[src/rtl/secded_codec.sv]
module secded_codec #(
  parameter int DATA_W = 16
) (
  input  logic                clk,
  input  logic                rst_n,
  input  logic                enc_valid_i,
  input  logic [DATA_W-1:0]   enc_data_i,
  output logic                enc_valid_o,
  output logic [21:0]         enc_code_o,
  input  logic                dec_valid_i,
  input  logic [21:0]         dec_code_i,
  output logic                dec_valid_o,
  output logic [DATA_W-1:0]   dec_data_o,
  output logic                dec_fixed_o,
  output logic                dec_fatal_o
);

  function automatic int chk_count(input int dw);
    int r;
    r = 0;
    for (int k = 1; k < 16; k++)
      if (r == 0 && (1 << k) >= dw + k + 1) r = k;
    return r;
  endfunction

  localparam int CHK_W = chk_count(DATA_W);
  localparam int N     = DATA_W + CHK_W;
  localparam int CW_W  = N + 1;
  localparam logic [CHK_W-1:0] TOP_POS = CHK_W'(N);

  function automatic int data_pos(input int j);
    int c, res;
    c = 0;
    res = 0;
    for (int p = 1; p <= N; p++)
      if ((p & (p - 1)) != 0) begin
        if (c == j) res = p;
        c++;
      end
    return res;
  endfunction

  logic [CW_W-1:0] enc_w;

  always_comb begin
    logic acc;
    enc_w = '0;
    for (int j = 0; j < DATA_W; j++) enc_w[data_pos(j)] = enc_data_i[j];
    for (int i = 0; i < CHK_W; i++) begin
      acc = 1'b0;
      for (int p = 1; p <= N; p++)
        if (p[i]) acc = acc ^ enc_w[p];
      enc_w[1 << i] = acc;
    end
    enc_w[0] = ^enc_w[N:1];
  end

  logic [CHK_W-1:0]  syn;
  logic              mpar_bad;
  logic [CW_W-1:0]   fixed_w;
  logic              single_ok;
  logic              fatal;
  logic [DATA_W-1:0] dec_d;

  always_comb begin
    for (int i = 0; i < CHK_W; i++) begin
      syn[i] = 1'b0;
      for (int p = 1; p <= N; p++)
        if (p[i]) syn[i] = syn[i] ^ dec_code_i[p];
    end
  end

  assign mpar_bad  = ^dec_code_i;
  assign single_ok = mpar_bad && (syn <= TOP_POS);
  assign fatal     = (!mpar_bad && syn != '0) || (mpar_bad && syn > TOP_POS);
  assign fixed_w   = single_ok ? (dec_code_i ^ (CW_W'(1) << syn)) : dec_code_i;

  always_comb begin
    for (int j = 0; j < DATA_W; j++) dec_d[j] = fixed_w[data_pos(j)];
  end

  always_ff @(posedge clk or negedge rst_n) begin
    if (!rst_n) begin
      enc_valid_o <= 1'b0;
      enc_code_o  <= '0;
      dec_valid_o <= 1'b0;
      dec_data_o  <= '0;
      dec_fixed_o <= 1'b0;
      dec_fatal_o <= 1'b0;
    end else begin
      enc_valid_o <= enc_valid_i;
      if (enc_valid_i) enc_code_o <= enc_w;
      dec_valid_o <= dec_valid_i;
      dec_fixed_o <= dec_valid_i && single_ok;
      dec_fatal_o <= dec_valid_i && fatal;
      if (dec_valid_i) dec_data_o <= dec_d;
    end
  end

endmodule

[config.mk]
export PLATFORM = sky130hd
export DESIGN_NAME = secded_codec
export DESIGN_NICKNAME = d
export VERILOG_FILES = /design/src/rtl/secded_codec.sv
export SDC_FILE = /design/constraint.sdc
export NUM_CORES = 1
export LEC_CHECK = 0
export BUFFER_PORTS_ARGS = -buffer_cell sky130_fd_sc_hd__buf_2
export CAP_MARGIN = 15
export CORE_MARGIN = 2
export CORE_UTILIZATION = 35
export CTS_CLUSTER_DIAMETER = 100
export CTS_CLUSTER_SIZE = 24
export DETAILED_ROUTE_END_ITERATION = 6
export PLACE_DENSITY = 0.7
export REMOVE_ABC_BUFFERS = 1
export SYNTH_ARGS = -nofsm -noshare
export SYNTH_HDL_FRONTEND = slang
export SYNTH_SLANG_ARGS = --single-unit
export TNS_END_PERCENT = 50
[constraint.sdc]
create_clock -name clk -period 0.8 [get_ports clk]
set_clock_uncertainty 0.1 [all_clocks]
set_input_delay 0.04 -clock clk [delete_from_list [all_inputs] [get_ports clk]]
set_output_delay 0.04 -clock clk [all_outputs]
set_load 0.05 [all_outputs]
==> impl_results.md <==
* Status: complete, but fails checks
* Failing checks: negative hold slack, negative setup slack
* Critical path fanouts, max at 5
* Crit path DAT at 1.90 ns
* Area occupied by multi-input gates at 2660 µm²
* Global-route wire length before repair at 14.5 mm
* Final WS setup at -1.01 ns
* Routing usage on met1 at 22.6%
* Die Ht at 93.1 µm
* Syn_area_per_cell at 11.1 µm²
* Setup crit start: dec_code_i[14]
* Routed Antenna Nets at 0
* CTS tree: done
* DRT Pass-1 Iters at 4
* CTS buffer count at 5
* Clock transition at path regs at 0.08 ns
* Reg-to-Reg End: enc_code_o[6]
* FF-to-FF Start: enc_code_o[6]
* Rows at 32
* Worst hold slack at -0.0874 ns
* Max-slew violations at 0
* Crit end category: flop
* Post-route cell area at 5710 µm²
* Sequential area share after synthesis at 37.8%
* Fin nets at 479
* PwrDens at 2300 nW/µm²
* Die area at 8670 µm²
* Slew headroom at 69.6%
* Final WL at 10.6 mm
* Routed wire per std cell at 19.7 µm
* Yosys Warn Count at 0
* Clock sinks at 42
* Vias in the first global route at 2930
* CP Cell Sequence: buf_6, xor2_4, xnor2_2, buf_4, buf_4, nor4_4, o21ai_4, a21oi_4, xnor2_1, a21oi_1
* Peak VDD IR at 1.22 mV
* Clock Path Buffers at 2
* Post-synthesis cell count at 250
* H-Tree Depth at 2
* Worst R2R Path Depth at 1
* Cell Area, Synth at 2780 µm²
* Via count at 2720
* CP required at 0.88 ns
* Yosys top cell by area: dfrtp_1
* Initial Util at 36.0%
* RSZ-0062 raised after global routing: yes
* Final Hold Fails at 6
* Die Span X at 93.1 µm
* Non-Filler Instances at 540
* GRT Util Overall at 21.8%
* FF+latch area at 1050 µm²
* Worst Hold Class: in2reg
* Worst skew pair latency at 0.29 ns
* Crit Path Class: in2reg
* Area share of the leading cell type in the synthesized netlist at 37.8%
* Element type at the critical path start: input port
* Root Driver: clkbuf_8
* Met3 usage at 4.35%
* Cells after DPL at 504
* Max-Cap Viols at 0
* Worst min-delay path startpoint: enc_data_i[6]
* Netlist cell types at 35
* Iteration-0 DRC Markers at 108
* Slew @ Worst Pin at 0.454 ns
* Ports at 84
* Synth area leaders: dfrtp_1 (38%), xnor2_1 (17%), mux2_2 (8.1%)
* Grt ovf at 0
* GPL Wtd Cong at 0.870
* Max incr delay on CP at 0.43 ns
* Setup slack, reg-to-reg at -0.11 ns
* Number of port buffers at 83
* Worst Hold End: enc_code_o[11]
* Number of diodes at 0
* Pin count of the biggest net entering global routing at 43
* LEAKAGE at 0.00245 µW
* Core Box Area at 7730 µm²
* Hold_buf cts at 3
* Grt met2 use at 44.0%
* DRC Markers at 0
* Hold depth at 2
* Antenna violations before repair at 0
* Register bit total from synthesis at 42
* Fraction of the cycle the final worst path needs at 226%
* Vias/cell at 5.04
* Peak Freq at 552 MHz
* Final setup violation count at 82
* Crit-path slowest cell: nor4_4
* Most numerous cell on the critical path: buf_4
* Share of layout cells above drive strength 1 at 70.8%
* Final min period at 1.81 ns
* Most Used Layer, Global Route: met2
* Area Overhead vs Synth at 105%
* Fillers at 457
* Placed inst area at 3900 µm²
* Final HPWL DP at 5.65 mm
==> per-stage QoR <==
step           setup slack, ns  utilization (%)  power, µW  TNS, ns
5_1_grt                  -1.04             73.9      13700   -29.64
3_5_place_dp             -1.30             50.5       8090   -27.57
6_report                 -1.01             73.9      13200   -27.21
4_1_cts                 -0.874             66.1      11600   -25.62
2_1_floorplan            -1.24                -       6110   -24.96
3_3_place_gp             -1.25             50.5       7980   -26.46
==> timing repair <==
| action | CTS | global route |
|---|---|---|
| setup buffers | 18 | 17 |
| pin swaps | 55 | 47 |
| endpoints found under the hold margin | 53 | 7 |
| setup endpoints to repair | 82 | 83 |
| resized for setup | 207 | 82 |
==> layout by cell type (no fill, tap or decap), types with 4 or more instances in the layout <==
master	Yosys	layout
buf_4	0	79
buf_6	0	72
dfrtp_1	42	42
xnor2_2	5	22
xnor2_1	54	21
buf_2	0	20
nor2_1	22	19
a21oi_1	27	18
xnor2_4	1	17
mux2_2	20	17
xor2_4	1	11
buf_8	0	8
nor4_4	0	7
a21oi_2	0	6
xor2_1	14	5
clkbuf_8	0	5
buf_12	0	5
nand2_1	5	4
nor4_2	1	4
==> cells in the mapped netlist, drive strengths merged <==
cell type / n
xnor2: 60
dfrtp: 42
a21oi: 27
nor2: 22
mux2: 20
xor2: 19
nor4: 11
clkbuf: 6
o21ai: 6
mux2i: 5
nand2: 5
nor3: 4
xnor3: 4
and2: 3
nand3: 2
nand3b: 2
a2111oi: 1
a211oi: 1
buf: 1
nor2b: 1
nor3b: 1
nor4b: 1
o221ai: 1
o22ai: 1
o311a: 1
o31a: 1
or2: 1
xor3: 1
==> sequential cells by signal, summed over array words and instances (netlist names) <==
name / count
dec_fixed_o: 1
dec_fatal_o: 1
dec_data_o: 16
dec_valid_o: 1
enc_code_o: 22
enc_valid_o: 1
==> power breakdown <==
| group | internal, µW | switching (µW) |
|---|---|---|
| Clock | 919 | 739 |
| Sequential | 2480 | 279 |
| Combinational | 4120 | 4610 |
| Total | 7520 | 5630 |
==> area by class of cell <==
cell class | instances | share of cell area (%)
Multi-Input combinational cell | 201 | 46.6
Timing Repair Buffer | 187 | 30.8
Sequential cell | 42 | 18.4
Tap cell | 102 | 2.24
Clock buffer | 5 | 1.21
Clock inverter | 3 | 0.701
==> kinds of logic after synthesis <==
| group | after synthesis | share of synthesized area [%] |
|---|---|---|
| buf+inv | 7 | 0.945 |
| mux | 25 | 9.91 |
| flops | 42 | 37.8 |
| simple gates | 53 | 10.5 |
| compound gates | 39 | 7.97 |
| xor+xnor | 84 | 32.8 |
==> critical path, delay by kind of cell <==
| family | cells | cell delay [ns] |
|---|---|---|
| xor gates and xnor gates | 3 | 0.52 |
| AOI/OAI and AO/OA | 3 | 0.47 |
| buffers and inverters | 3 | 0.43 |
| and+or+nand+nor | 1 | 0.43 |
==> how the worst max path moves through the flow <==
| stage | end | cells past startpoint |
|---|---|---|
| finish | dec_data_o[2] | 10 |
| CTS | dec_data_o[15] | 9 |
| global placement | dec_data_o[4] | 9 |
| detailed placement | dec_data_o[4] | 9 |
| floorplan | dec_data_o[15] | 7 |
| global route | dec_data_o[1] | 10 |
==> per-layer routing <==
metal	share of wire [%]	routed length, µm
met1	35	3700
met2	59	6240
met3	4.8	508
met4	1.8	193
met5	0	0
Note: power is estimated with default switching activity, not from simulation.
